--- config.mk ---
export PLATFORM = sky130hd
export DESIGN_NAME = sw_tlb
export DESIGN_NICKNAME = d
export VERILOG_FILES = /design/src/rtl/sw_tlb_pkg.sv /design/src/rtl/tlb_entry_array.sv /design/src/rtl/tlb_fill_ctrl.sv /design/src/rtl/tlb_result_reg.sv /design/src/rtl/sw_tlb.sv
export SDC_FILE = /design/constraint.sdc
export NUM_CORES = 1
export LEC_CHECK = 0
export ABC_AREA = 1
export BUFFER_PORTS_ARGS = -buffer_cell sky130_fd_sc_hd__buf_2
export CAP_MARGIN = 15
export CORE_ASPECT_RATIO = 0.8
export CORE_MARGIN = 3
export CORE_UTILIZATION = 40
export DETAILED_ROUTE_END_ITERATION = 8
export GPL_TIMING_DRIVEN = 0
export SKIP_LAST_GASP = 1
export SYNTH_ARGS = -nofsm -noshare
export SYNTH_HDL_FRONTEND = slang
export SYNTH_HIERARCHICAL = 1
export SYNTH_SLANG_ARGS = --single-unit
--- constraint.sdc ---
create_clock -name clk -period 5.7 [get_ports clk]
set_clock_uncertainty 0.2 [all_clocks]
set_input_delay 0.285 -clock clk [delete_from_list [all_inputs] [get_ports clk]]
set_output_delay 0.285 -clock clk [all_outputs]
set_load 0.01 [all_outputs]
--- src/rtl/sw_tlb_pkg.sv ---
// Package: shared types for the software-refilled translation buffer.
// Assumes: two permission bits per entry (read, write).
package sw_tlb_pkg;

    // Access permissions held per entry
    typedef struct packed {
        logic rd;
        logic wr;
    } tlb_perm_t;

    // Outcome of one lookup before it is registered
    typedef enum logic [1:0] {
        OUT_NONE  = 2'd0,
        OUT_HIT   = 2'd1,
        OUT_MISS  = 2'd2,
        OUT_FAULT = 2'd3
    } tlb_outcome_e;

endpackage

--- src/rtl/tlb_entry_array.sv ---
// Module: entry storage and parallel compare for the translation buffer.
// Holds ENTRIES slots of {valid, page, frame, perms}. It compares both the
// lookup page and the install page against every slot, and muxes out the
// frame and permissions of the lookup match.
// Assumes: at most one slot matches a page (the install logic ensures this).
module tlb_entry_array
    import sw_tlb_pkg::*;
#(
    parameter int ENTRIES = 16,
    parameter int VPN_W   = 20,
    parameter int PFN_W   = 20,
    localparam int IDX_W  = (ENTRIES > 1) ? $clog2(ENTRIES) : 1
) (
    input  logic               clk,
    input  logic               rst_n,
    input  logic               clear_all,
    input  logic               wr_en,
    input  logic [IDX_W-1:0]   wr_idx,
    input  logic [VPN_W-1:0]   wr_vpn,
    input  logic [PFN_W-1:0]   wr_pfn,
    input  tlb_perm_t          wr_perm,
    input  logic [VPN_W-1:0]   look_vpn,
    output logic [ENTRIES-1:0] look_match,
    output logic [ENTRIES-1:0] ins_match,
    output logic [ENTRIES-1:0] valid_vec,
    output logic [PFN_W-1:0]   hit_pfn,
    output tlb_perm_t          hit_perm
);

    logic [VPN_W-1:0] vpn_q  [ENTRIES];
    logic [PFN_W-1:0] pfn_q  [ENTRIES];
    tlb_perm_t        perm_q [ENTRIES];
    logic [ENTRIES-1:0] valid_q;

    // Slot update: reset or clear empties all, write fills one slot
    always_ff @(posedge clk) begin
        for (int i = 0; i < ENTRIES; i++) begin
            if (!rst_n) begin
                valid_q[i] <= 1'b0;
                vpn_q[i]   <= '0;
                pfn_q[i]   <= '0;
                perm_q[i]  <= '0;
            end else if (clear_all) begin
                valid_q[i] <= 1'b0;
            end else if (wr_en && (wr_idx == IDX_W'(i))) begin
                valid_q[i] <= 1'b1;
                vpn_q[i]   <= wr_vpn;
                pfn_q[i]   <= wr_pfn;
                perm_q[i]  <= wr_perm;
            end
        end
    end

    // Per-slot comparators for the lookup page and the install page
    for (genvar g = 0; g < ENTRIES; g++) begin : g_cmp
        assign look_match[g] = valid_q[g] && (vpn_q[g] == look_vpn);
        assign ins_match[g]  = valid_q[g] && (vpn_q[g] == wr_vpn);
    end

    assign valid_vec = valid_q;

    // One-hot OR mux of the matching slot's frame and permissions
    always_comb begin
        hit_pfn  = '0;
        hit_perm = '0;
        for (int i = 0; i < ENTRIES; i++) begin
            if (look_match[i]) begin
                hit_pfn  = hit_pfn | pfn_q[i];
                hit_perm = hit_perm | perm_q[i];
            end
        end
    end

endmodule

--- src/rtl/tlb_fill_ctrl.sv ---
// Module: install slot selection for the translation buffer.
// Sends an install to the slot already holding the page, if there is one.
// Otherwise it uses the round-robin pointer, which then advances.
// Assumes: ins_match is one-hot or zero; invalidate discards an install.
module tlb_fill_ctrl #(
    parameter int ENTRIES = 16,
    localparam int IDX_W  = (ENTRIES > 1) ? $clog2(ENTRIES) : 1
) (
    input  logic               clk,
    input  logic               rst_n,
    input  logic               ins_en,
    input  logic               clear_all,
    input  logic [ENTRIES-1:0] ins_match,
    output logic               wr_en,
    output logic [IDX_W-1:0]   wr_idx
);

    localparam logic [IDX_W-1:0] LAST = IDX_W'(ENTRIES - 1);

    logic [IDX_W-1:0] rr_ptr;
    logic [IDX_W-1:0] match_idx;
    logic             present;

    // Encode the one-hot match of the install page into a slot index
    always_comb begin
        match_idx = '0;
        for (int i = 0; i < ENTRIES; i++) begin
            if (ins_match[i]) match_idx = match_idx | IDX_W'(i);
        end
    end

    assign present = |ins_match;
    assign wr_en   = ins_en && !clear_all;
    assign wr_idx  = present ? match_idx : rr_ptr;

    // Round-robin pointer: steps only when a new slot is allocated
    always_ff @(posedge clk) begin
        if (!rst_n) begin
            rr_ptr <= '0;
        end else if (wr_en && !present) begin
            rr_ptr <= (rr_ptr == LAST) ? '0 : rr_ptr + 1'b1;
        end
    end

endmodule

--- src/rtl/tlb_result_reg.sv ---
// Module: outcome decision and output register for a lookup.
// Classifies a lookup as hit, miss or permission fault and registers it,
// giving the one-cycle lookup latency. The address is zero unless a hit.
// Assumes: hit_pfn and hit_perm are meaningful only when any_match is set.
module tlb_result_reg
    import sw_tlb_pkg::*;
#(
    parameter int PFN_W = 20,
    parameter int OFF_W = 12,
    localparam int PA_W = PFN_W + OFF_W
) (
    input  logic             clk,
    input  logic             rst_n,
    input  logic             req,
    input  logic             is_write,
    input  logic             any_match,
    input  tlb_perm_t        hit_perm,
    input  logic [PFN_W-1:0] hit_pfn,
    input  logic [OFF_W-1:0] offset,
    output logic             res_valid,
    output logic             res_hit,
    output logic             res_miss,
    output logic             res_prot_fault,
    output logic [PA_W-1:0]  res_paddr
);

    tlb_outcome_e outcome;
    logic         allowed;

    // Decide the outcome of the current lookup
    always_comb begin
        allowed = is_write ? hit_perm.wr : hit_perm.rd;
        if (!req)            outcome = OUT_NONE;
        else if (!any_match) outcome = OUT_MISS;
        else if (!allowed)   outcome = OUT_FAULT;
        else                 outcome = OUT_HIT;
    end

    // Register the outcome and the translated address
    always_ff @(posedge clk) begin
        if (!rst_n) begin
            res_valid      <= 1'b0;
            res_hit        <= 1'b0;
            res_miss       <= 1'b0;
            res_prot_fault <= 1'b0;
            res_paddr      <= '0;
        end else begin
            res_valid      <= (outcome != OUT_NONE);
            res_hit        <= (outcome == OUT_HIT);
            res_miss       <= (outcome == OUT_MISS);
            res_prot_fault <= (outcome == OUT_FAULT);
            res_paddr      <= (outcome == OUT_HIT) ? {hit_pfn, offset} : '0;
        end
    end

endmodule

--- src/rtl/sw_tlb.sv ---
// Module: top of the software-refilled translation buffer.
// Splits the lookup address into page and offset, arbitrates
// invalidate > install > lookup, and connects storage, slot choice and
// the result register.
// Assumes: VA_W = VPN_W + OFF_W; software reissues a lookup dropped by an install.
module sw_tlb
    import sw_tlb_pkg::*;
#(
    parameter int ENTRIES = 16,
    parameter int VA_W    = 32,
    parameter int OFF_W   = 12,
    parameter int PFN_W   = 20,
    localparam int VPN_W  = VA_W - OFF_W,
    localparam int PA_W   = PFN_W + OFF_W
) (
    input  logic             clk,
    input  logic             rst_n,
    input  logic             lk_valid,
    input  logic             lk_write,
    input  logic [VA_W-1:0]  lk_vaddr,
    input  logic             ins_en,
    input  logic [VPN_W-1:0] ins_vpn,
    input  logic [PFN_W-1:0] ins_pfn,
    input  logic             ins_rd_ok,
    input  logic             ins_wr_ok,
    input  logic             inv_all,
    output logic             res_valid,
    output logic             res_hit,
    output logic             res_miss,
    output logic             res_prot_fault,
    output logic [PA_W-1:0]  res_paddr
);

    localparam int IDX_W = (ENTRIES > 1) ? $clog2(ENTRIES) : 1;

    logic [VPN_W-1:0]   look_vpn;
    logic [OFF_W-1:0]   look_off;
    logic [ENTRIES-1:0] lk_match;
    logic [ENTRIES-1:0] in_match;
    logic [ENTRIES-1:0] entry_valid;
    logic [PFN_W-1:0]   sel_pfn;
    tlb_perm_t          sel_perm;
    tlb_perm_t          new_perm;
    logic               slot_wr;
    logic [IDX_W-1:0]   slot_idx;
    logic               lookup_go;

    assign look_vpn  = lk_vaddr[VA_W-1:OFF_W];
    assign look_off  = lk_vaddr[OFF_W-1:0];
    assign new_perm  = '{rd: ins_rd_ok, wr: ins_wr_ok};
    // Lookup is accepted only when neither install nor invalidate is present
    assign lookup_go = lk_valid && !ins_en && !inv_all;

    tlb_entry_array #(
        .ENTRIES (ENTRIES),
        .VPN_W   (VPN_W),
        .PFN_W   (PFN_W)
    ) u_array (
        .clk        (clk),
        .rst_n      (rst_n),
        .clear_all  (inv_all),
        .wr_en      (slot_wr),
        .wr_idx     (slot_idx),
        .wr_vpn     (ins_vpn),
        .wr_pfn     (ins_pfn),
        .wr_perm    (new_perm),
        .look_vpn   (look_vpn),
        .look_match (lk_match),
        .ins_match  (in_match),
        .valid_vec  (entry_valid),
        .hit_pfn    (sel_pfn),
        .hit_perm   (sel_perm)
    );

    tlb_fill_ctrl #(
        .ENTRIES (ENTRIES)
    ) u_fill (
        .clk       (clk),
        .rst_n     (rst_n),
        .ins_en    (ins_en),
        .clear_all (inv_all),
        .ins_match (in_match),
        .wr_en     (slot_wr),
        .wr_idx    (slot_idx)
    );

    tlb_result_reg #(
        .PFN_W (PFN_W),
        .OFF_W (OFF_W)
    ) u_result (
        .clk            (clk),
        .rst_n          (rst_n),
        .req            (lookup_go),
        .is_write       (lk_write),
        .any_match      (|lk_match),
        .hit_perm       (sel_perm),
        .hit_pfn        (sel_pfn),
        .offset         (look_off),
        .res_valid      (res_valid),
        .res_hit        (res_hit),
        .res_miss       (res_miss),
        .res_prot_fault (res_prot_fault),
        .res_paddr      (res_paddr)
    );

endmodule

== After elaboration in Yosys (flattened, before gate mapping) ==
Memory sizes are Yosys's and may differ from the RTL's.
Cells that the tools add are included.
Operators by class
  bitwise gates (word level): 79
  muxes and demuxes: 166
  reduce and logical (&&, ||, !) cells: 61
  equal/unequal tests: 51
  $add $sub $neg: 1
Operators with widths (count)
  2-to-1 mux 20 bit: 48
  equality test 20 bit: 32
  bitwise OR 20 bit: 15
  2-to-1 mux 2 bit: 37
  2-to-1 mux 1 bit: 67
  logical AND 1 bit: 52
  bitwise OR 1 bit: 48
  2-to-1 mux 4 bit: 10
  equality test 4 bit (second input constant): 9
  OR reduction 16 bit: 2
  bitwise OR 2 bit: 15
  equality test 4 x 3 -> 1 bit (second input constant): 4
  2-to-1 mux 3 bit: 4
  equality test 4 x 2 -> 1 bit (second input constant): 2
  adder 4 x 1 -> 4 bit (second input constant): 1
  equality test 2 bit (second input constant): 2
  equality test 4 x 1 -> 1 bit (second input constant): 1
  zero test 4 bit: 1
  zero test 1 bit: 3
  equality test 2 x 1 -> 1 bit (second input constant): 1
  AND reduction 2 bit: 1
  nonzero test 2 bit: 1
  OR reduction 2 bit: 1
  inverter 1 bit: 1
Storage, ports and cells
  bits of input ports: 80
  bits in writable memories: 672
  memories: 3
  register bits: 56
  output and inout bits: 36
  word-level logic and storage cells: 383
Memory list
  u_array.pfn_q: depth 16, width 20, read ports 16, clocked after Yosys merged registers in 0, wr ports 16, line tlb_entry_array.sv:31  | logic [PFN_W-1:0] pfn_q [ENTRIES];
  u_array.vpn_q: depth 16, width 20, read ports 16, clocked after Yosys merged registers in 0, wr ports 16, line tlb_entry_array.sv:30  | logic [VPN_W-1:0] vpn_q [ENTRIES];
  u_array.perm_q: depth 16, width 2, read ports 16, clocked after Yosys merged registers in 0, wr ports 16, line tlb_entry_array.sv:32  | tlb_perm_t perm_q [ENTRIES];

== Logic depth before layout (Yosys ltp) ==
Gate-level depths: netlist of run 1.
An unclocked memory read counts as a cell.
  depth in word-level cells: 40
  mapped depth: 23
  depth with buffers taken out: 21

== Modules after synthesis ==
The synthesis of run 1 kept the hierarchy.
By module, submodules not included
  tlb_entry_array: area an instance 37287.0 µm², times used 1, seq. area each 20499.7 µm², cells an instance 4528
  tlb_result_reg: area an instance 1103.6 µm², times used 1, seq. area each 720.7 µm², cells an instance 114
  tlb_fill_ctrl: area an instance 405.4 µm², times used 1, seq. area each 80.1 µm², cells an instance 64
  sw_tlb: area an instance 63.8 µm², times used 1, seq. area each 0.0 µm², cells an instance 16

== Worst setup path after synthesis of run 1 ==
No wires, ideal clock.
  path type: input to register
  from: in ins_vpn[0]
  to: mem u_array/perm_q[0][12] (netlist bit) (enable)
  slack: 1748 ps
  arrival: 3352 ps
  library setup time: 400 ps
  data required time: 5100 ps
  stages: 18
  path buffers: 2
  cell sequence: clkbuf_1 > inv_1 > clkbuf_1 > a221oi_1 > nand3_1 > nor3b_1 > nor2_1 > nand2_2 > nor2_8 > nand2_1 > inv_1 > nand2_1 > nand4_1 > inv_1 > nand2_1 > nor3_1 > nand2_1 > nand2_1
RTL lines
  start, declared: line sw_tlb.sv:22  | input logic [VPN_W-1:0] ins_vpn,
  end, declared: line tlb_entry_array.sv:32

==> results of run 1 <==
[tightest hold or removal path, cell delays in order]
cell and delay [ns]:
sky130_fd_sc_hd__dlygate4sd3_1 0.52, sky130_fd_sc_hd__buf_2 0.09, sky130_fd_sc_hd__inv_1 0.03, sky130_fd_sc_hd__nor2_2 0.08
[cell type report]
cell class | instances | area (um^2)
multi-input combinational | 3034 | 13630
tap | 1287 | 1610
inverter | 694 | 2605
sequential | 728 | 21300
timing repair buffer | 183 | 1793
clock buffer | 111 | 2252
antenna | 6 | 15.01
clock inverter | 40 | 528.0
fill | 9436 | 50560
buffer | 266 | 1378
[cells by family after synthesis]
| kind of cell | count (synthesis) |
|---|---|
| flip-flops | 728 |
| buffers and inverters | 960 |
| AO/OA/AOI/OAI | 370 |
| XOR/XNOR | 160 |
| AND/OR/NAND/NOR | 2503 |
| adder cells (fa/ha/maj) | 1 |
[flip-flops by register name, summed over array words and instances, names as in the netlist]
name,flops
u_result/res_valid,1
u_result/res_prot_fault,1
u_result/res_miss,1
u_result/res_hit,1
u_array/valid_vec,16
u_result/res_paddr,32
u_fill/rr_ptr,4
u_array/vpn_q,320
u_array/pfn_q,320
u_array/perm_q,32
[through the flow]
step	power, mW	cell area (um^2)	setup WS [ns]
4_1_cts	13.08	44990	0.2268
6_report	13.10	45110	-0.07306
3_3_place_gp	7.459	40910	-1.533
3_5_place_dp	7.510	41780	-0.4617
5_1_grt	13.41	45090	0.1870
2_1_floorplan	6.818	38860	1.748
[layout by cell type, fill, tap and decap left out, types with 3 or more instances in the layout]
cell,count
sky130_fd_sc_hd__nor4_1,33
sky130_fd_sc_hd__o22ai_1,115
sky130_fd_sc_hd__buf_12,16
sky130_fd_sc_hd__clkbuf_16,83
sky130_fd_sc_hd__clkbuf_8,7
sky130_fd_sc_hd__xnor2_1,106
sky130_fd_sc_hd__o211ai_1,23
sky130_fd_sc_hd__xor2_1,54
sky130_fd_sc_hd__nand2_1,823
sky130_fd_sc_hd__o21ai_0,123
sky130_fd_sc_hd__inv_1,671
sky130_fd_sc_hd__nor2_1,1473
sky130_fd_sc_hd__dfxtp_1,56
sky130_fd_sc_hd__nand4_1,19
sky130_fd_sc_hd__bufinv_16,11
sky130_fd_sc_hd__nor2_2,45
sky130_fd_sc_hd__clkinv_1,18
sky130_fd_sc_hd__buf_8,29
sky130_fd_sc_hd__buf_6,26
sky130_fd_sc_hd__o21ai_1,29
sky130_fd_sc_hd__nand3_2,17
sky130_fd_sc_hd__nand2_2,21
sky130_fd_sc_hd__diode_2,6
sky130_fd_sc_hd__dlygate4sd3_1,43
sky130_fd_sc_hd__a21oi_1,24
sky130_fd_sc_hd__buf_2,129
sky130_fd_sc_hd__inv_2,16
sky130_fd_sc_hd__edfxtp_1,672
sky130_fd_sc_hd__clkbuf_1,170
sky130_fd_sc_hd__a221oi_1,51
sky130_fd_sc_hd__clkbuf_2,6
sky130_fd_sc_hd__buf_16,5
sky130_fd_sc_hd__clkinv_2,10
sky130_fd_sc_hd__buf_1,7
sky130_fd_sc_hd__buf_4,39
sky130_fd_sc_hd__clkinvlp_4,3
sky130_fd_sc_hd__nand3_1,50
sky130_fd_sc_hd__nor3_1,13
[power by group through the flow]
| stage | clock (mW) | sequential, mW | combinational, mW |
|---|---|---|---|
| 6_report | 5.58 | 6.12 | 1.41 |
| 5_1_grt | 5.86 | 6.13 | 1.42 |
| 4_1_cts | 5.65 | 6.11 | 1.31 |
| 3_5_place_dp | 0 | 6.22 | 1.29 |
| 3_3_place_gp | 0 | 6.24 | 1.22 |
| 2_1_floorplan | 0 | 6.19 | 0.628 |
[path summary, 6_finish.rpt]
path / cells after the start / end / from / slack [ns]
worst min register to register: 2 / u_array/valid_vec[12] / u_array/valid_vec[12] / 0.28
worst min-delay path: 4 / u_result/res_paddr[6] / lk_vaddr[6] / 0.20
worst max register to register: 19 / u_array/vpn_q[0][24] / u_array/vpn_q[0][79] / 0.65
worst max-delay path: 18 / u_array/vpn_q[0][24] / ins_vpn[13] / -0.07
[what timing repair did]
| action | 4_1_cts | 5_1_grt |
|---|---|---|
| endpoints found under the setup margin | 0 | 73 |
| endpoints found under the hold margin | 154 | 0 |
| hold buffers | 43 | 0 |
| gates resized for setup | 0 | 3 |
[per-layer routing]
metal / global-route usage (%) / routed length, um / vias up
li1: - / - / 15381
met1: 53.01 / 77880 / 17103
met5: 0 / 48 / -
met3: 10.71 / 26040 / 490
met2: 49.11 / 72650 / 2548
met4: 15.70 / 9728 / 6
==> results.sh, run 1 <==
export IMPL_hpwlAfterDp_um=131200
export IMPL_timing_critical_path_cells="clkbuf_1, inv_1, clkbuf_1, o22ai_1, nor4_1, nand3_1, nor2_1, nor2_2, nand2_1, nor2_4, nand2_1, o21ai_1, nor3_1, inv_1, nor2_1, nand2_1, clkbuf_1, nor2_1"
export IMPL_synthMuxAreaShare_pct=0
export IMPL_grt_start_max_net_pins=33
export IMPL_postCtsSetupRepairBufs=0
export IMPL_drc_errors=0
export IMPL_crit_path_max_fanout=10
export IMPL_required_ns=5.85
export IMPL_clock_path_buffers=3
export IMPL_ioPinCount=116
export IMPL_globalRouteOverflowTotal=0
export IMPL_yosysUniqueCellTypes=37
export IMPL_drt_vias_per_instance=5.596
export IMPL_crit_type="in -> reg"
export IMPL_route_vias_total=35528
export IMPL_slew_limit_headroom_pct=4.027
export IMPL_timing_critical_path_slowest_stage_cell="sky130_fd_sc_hd__clkbuf_1"
export IMPL_synth_fa_ha_area_share_pct=0.03220
export IMPL_non_filler_instance_count_after_layout=6349
export IMPL_synth_area_leader_cell="sky130_fd_sc_hd__edfxtp_1"
export IMPL_io_buffer_count=87
export IMPL_violated_checks="setup timing"
export IMPL_final_net_count=5069
export IMPL_post_synth_edffs=672
export IMPL_final_max_tran_viols=0
export IMPL_synth_xor_xnor_area_share_pct=3.606
export IMPL_seq_area_frac_synth_pct=54.81
export IMPL_yosys_top_cells_count="sky130_fd_sc_hd__nor2_1 (1,473), sky130_fd_sc_hd__nand2_1 (839), sky130_fd_sc_hd__edfxtp_1 (672)"
export IMPL_gp_routability_congestion=1.050
export IMPL_max_cap_viol_count=0
export IMPL_core_region_area_um2=95660
export IMPL_critPathLaunchType="primary input"
export IMPL_vdd_ir_drop_worst_mv=0.2317
export IMPL_clk_pin_slew_worst_paths_ns=0.06
export IMPL_sw_frac_of_total_pct=26.50
export IMPL_max_clock_freq_mhz=173.2
export IMPL_synth_compound_area_share_pct=5.828
export IMPL_power_density_nw_per_um2=290.5
export IMPL_antenna_violations_before_repair=18
export IMPL_ys_warn_count=6
export IMPL_synth_largest_type_area_fraction_pct=51.93
export IMPL_grt_first_pass_wirelength_um=253000
export IMPL_whs_ns=0.2007
export IMPL_postSynthCellCount=4722
export IMPL_switchingPower_mw=3.472
export IMPL_core_rowCount=101
export IMPL_syn_cell_area_um2=38860
export IMPL_setup_tns_final_ns=-0.4781
export IMPL_finalSetupViolations=15
export IMPL_postSynthRegisterBits=728
export IMPL_first_global_vias=31640
export IMPL_routed_wl_um=186400
export IMPL_main_combinational_cell_family_by_area_after_synthesis="simple AND/OR/NAND/NOR gates"
export IMPL_postLayoutSetupSlackWorst_ns=-0.07306
export IMPL_avg_cell_area_syn_um2=8.230
export IMPL_post_synth_main_area_contributors="sky130_fd_sc_hd__edfxtp_1 (52%), sky130_fd_sc_hd__nor2_1 (14%), sky130_fd_sc_hd__nand2_1 (8.1%)"
export IMPL_grt_setup_unrepaired="false"
export IMPL_clkSinkCount=728
export IMPL_die_w_um=354.5
export IMPL_dr_first_iter_drc_count=6178
export IMPL_routed_wire_length_per_instance_um=29.35
export IMPL_drt_first_pass_iters=6
export IMPL_h_tree_depth=3
export IMPL_timing_critical_path_max_delay_family="buffers and inverters"
export IMPL_share_of_final_layout_standard_cells_stronger_than_drive_strength_1_pct=9.395
export IMPL_synth_flop_cell="sky130_fd_sc_hd__edfxtp_1"
export IMPL_postSynth_asyncResetShare_pct=0
export IMPL_worstPathArrival_ns=5.92
export IMPL_postRouteAntennaNets=0
export IMPL_die_area_um2=100900
export IMPL_clock_latency_ns=0.66
export IMPL_tritoncts_clock_tree="yes"
export IMPL_crit_path_end_kind="register"
export IMPL_clockRootBuffer="sky130_fd_sc_hd__clkbuf_16"
export IMPL_critical_path_buf_inv_count=5
export IMPL_cts_inserted_buffers=81
export IMPL_final_critical_delay_including_setup_and_external_delays_ns=5.773
export IMPL_share_seq_of_total_power_pct=46.7
export IMPL_run_status="complete, but fails checks"
export IMPL_kind_of_path_behind_the_tightest_hold_check="in -> reg"
export IMPL_simple_gate_share_of_the_synthesized_area_pct=25.49
export IMPL_synthMostInstantiatedCell="sky130_fd_sc_hd__nor2_1"
export IMPL_crit_path_max_incr_delay_ns=0.99
export IMPL_gr_usage_total_pct=36.18
export IMPL_timing_final_crit_share_pct=101.3
export IMPL_pwr_share_comb_pct=10.7
export IMPL_power_clock_fraction_pct=42.6
export IMPL_layout_core_utilization_pct=47.15
export IMPL_die_height_um=284.8
export IMPL_initial_utilization_pct=40.62
export IMPL_syn_nets=4803
export IMPL_internal_power_mw=9.631
export IMPL_timing_worst_slew_pin_value_ns=1.440
export IMPL_placedCellCount=6143
export IMPL_power_leakage_nw=19.40
export IMPL_hold_violations=0
export IMPL_syn2layout_area_growth_pct=16.08
(Power assumes the default switching activity.)
==> run 2, diff against run 1 <==
--- a/config.mk
+++ b/config.mk
@@ -13,6 +13,7 @@
 export CORE_UTILIZATION = 40
 export DETAILED_ROUTE_END_ITERATION = 8
 export GPL_TIMING_DRIVEN = 0
+export REMOVE_ABC_BUFFERS = 1
 export SKIP_LAST_GASP = 1
 export SYNTH_ARGS = -nofsm -noshare
 export SYNTH_HDL_FRONTEND = slang
==> run 2 against run 1 <==
- the run now ends clean
- critical path depth grew 3
- total power shrank 5.9%
- clock-buffer cell count grew 1
- non-clock buffer count shrank 266
- cell count shrank 4.3%
- die area is the same
- first-iteration DRC count shrank 23%
- via count shrank 7.8%
- clock power shrank 8.8%
- register-to-register slack gained 0.51 ns
- critical path type unchanged
==> results.sh, run 2 (synthesis gave the netlist of run 1 again) <==
export IMPL_top_routing_layer_in_use="met5"
export IMPL_route_vias_total=32742
export IMPL_run_status="completed"
export IMPL_globalRouteOverflowTotal=0
export IMPL_postLayoutSetupSlackWorst_ns=0.3054
export IMPL_largest_registers="u_array/pfn_q x320, u_array/vpn_q x320"
export IMPL_crit_type="in -> reg"
export IMPL_final_net_count=4803
export IMPL_route_met3_wl_um=17980
export IMPL_die_w_um=354.5
export IMPL_clockRootBuffer="sky130_fd_sc_hd__clkbuf_16"
export IMPL_power_density_nw_per_um2=282.9
export IMPL_whs_ns=0.08247
export IMPL_antennaDiodeCount=0
export IMPL_power_leakage_nw=18.72
export IMPL_first_global_vias=29866
export IMPL_layout_cells_most_common_list="sky130_fd_sc_hd__nor2_1 (1,473), sky130_fd_sc_hd__nand2_1 (807), sky130_fd_sc_hd__edfxtp_1 (672)"
export IMPL_cts_repair_resize_count=0
export IMPL_dr_first_iter_drc_count=4771
export IMPL_max_cap_viol_count=0
export IMPL_final_max_tran_viols=0
export IMPL_clkSinkCount=728
export IMPL_crit_path_end_kind="register"
export IMPL_syn2layout_area_growth_pct=12.15
export IMPL_hold_violations=0
export IMPL_drt_first_pass_iters=6
export IMPL_dp_slack_ns=-0.1016
export IMPL_slew_limit_headroom_pct=11.25
export IMPL_core_rowCount=101
export IMPL_finalSetupViolations=0
export IMPL_total_power_mw=12.33
export IMPL_hold_path_depth=3
export IMPL_final_critical_delay_including_setup_and_external_delays_ns=5.395
export IMPL_postCtsSetupRepairBufs=0
export IMPL_clk_pin_slew_worst_paths_ns=0.06
export IMPL_antenna_violations_before_repair=3
export IMPL_initial_utilization_pct=40.62
export IMPL_critPathLaunchType="primary input"
export IMPL_total_area_of_multi_input_combinational_cells_um2=13670
export IMPL_clock_path_buffers=3
export IMPL_die_area_um2=100900
export IMPL_die_height_um=284.8
export IMPL_required_ns=5.82
export IMPL_io_buffer_count=115
export IMPL_routed_wl_um=142000
export IMPL_crit_path_max_fanout=22
export IMPL_grt_setup_unrepaired="false"
export IMPL_layout_area_seq_um2=21300
export IMPL_setup_tns_final_ns=0
export IMPL_timing_final_crit_share_pct=94.64
export IMPL_final_common_cell="sky130_fd_sc_hd__nor2_1"
export IMPL_rrSetupSlack_ns=1.16
export IMPL_cts_inserted_buffers=81
export IMPL_timing_worst_slew_pin_value_ns=1.330
export IMPL_share_of_final_layout_standard_cells_stronger_than_drive_strength_1_pct=8.647
export IMPL_grt_start_max_net_pins=38
export IMPL_h_tree_depth=3
export IMPL_filler_cell_count=9211
export IMPL_tritoncts_clock_tree="yes"
export IMPL_vdd_ir_drop_worst_mv=0.1813
export IMPL_grt_first_pass_wirelength_um=203000
export IMPL_ioPinCount=116
export IMPL_drc_errors=0
export IMPL_route_layer_met1_wl_um=58390
export IMPL_worstPathArrival_ns=5.52
export IMPL_kind_of_path_behind_the_tightest_hold_check="in -> reg"
export IMPL_layout_core_utilization_pct=45.56
export IMPL_wl_met2_um=58490
export IMPL_gp_routability_congestion=0.9321
export IMPL_clock_latency_ns=0.65
export IMPL_reg2regPathDepth=18
export IMPL_max_clock_freq_mhz=185.4
export IMPL_routed_wire_length_per_instance_um=23.37
export IMPL_drt_vias_per_instance=5.390
export IMPL_gr_usage_total_pct=27.41
export IMPL_hpwlAfterDp_um=85350
export IMPL_postRouteAntennaNets=0
export IMPL_core_region_area_um2=95660
[run 2: cell types whose count changed in the layout (fill, tap and decap cells not counted), sizes merged]
cell,previous run,this run
clkbuf,266,112
buf,251,164
dlygate4sd3,43,19
bufinv,11,1
clkinv,31,40
diode,6,0
clkinvlp,3,2
inv,689,688
[run 2: routing by layer]
layer / global-route usage (%) / vias up
li1: - / 14825
met1: 38.71 / 15331
met2: 39.81 / 2149
met3: 6.824 / 435
met4: 12.07 / 2
met5: 0 / -
[run 2: cell type report]
cell class              instances  area share, %
flip-flops and latches        728          48.87
inverters                     694          5.983
clock buffers                 112          5.196
well taps                    1287          3.695
clock inverters                37         0.6947
repair buffers                183          4.203
multi-input cells            3034          31.36
[run 2: through the flow]
stage / instances / cell area [um^2]
finish: 6075 / 43580
global route: 6075 / 43580
floorplan: 4456 / 37490
CTS: 6074 / 43570
detailed placement: 5906 / 40810
global placement: 5858 / 39680
[run 2: critical path, cell delays in order]
cell and delay, ns:
sky130_fd_sc_hd__buf_2 0.62, sky130_fd_sc_hd__clkinv_1 0.95, sky130_fd_sc_hd__buf_16 0.45, sky130_fd_sc_hd__nand2_1 0.06
sky130_fd_sc_hd__o21ai_0 0.07, sky130_fd_sc_hd__nor4_1 0.36, sky130_fd_sc_hd__nand4_1 0.14, sky130_fd_sc_hd__nor2_1 0.36
sky130_fd_sc_hd__nor2_2 0.09, sky130_fd_sc_hd__nand2_2 0.11, sky130_fd_sc_hd__nor2_4 0.08, sky130_fd_sc_hd__nand2_1 0.10
sky130_fd_sc_hd__inv_1 0.06, sky130_fd_sc_hd__nand2_1 0.09, sky130_fd_sc_hd__nand4_1 0.20, sky130_fd_sc_hd__nor2_1 0.18
sky130_fd_sc_hd__inv_1 0.11, sky130_fd_sc_hd__nor3_1 0.26, sky130_fd_sc_hd__nand2_1 0.11, sky130_fd_sc_hd__nand2_2 0.52
sky130_fd_sc_hd__buf_12 0.28
[run 2: path summary, 6_finish.rpt]
path | start | end
worst max-delay path | ins_vpn[6] | u_array/pfn_q[1][105]
worst min-delay path | ins_pfn[10] | u_array/pfn_q[1][70]
worst max register to register | u_array/vpn_q[0][79] | u_array/pfn_q[1][105]
worst min register to register | u_array/valid_vec[10] | u_array/valid_vec[10]
[run 2: power breakdown]
part	total, mW	internal, mW	switching (mW)
combinational	1.13	0.289	0.840
sequential	6.11	6.00	0.109
clock	5.09	2.85	2.24
total	12.3	9.14	3.19
[run 2: what timing repair did]
item                       CTS  global route
hold endpoints to repair    17             0
hold buffers                19             0
setup endpoints to repair    0             0
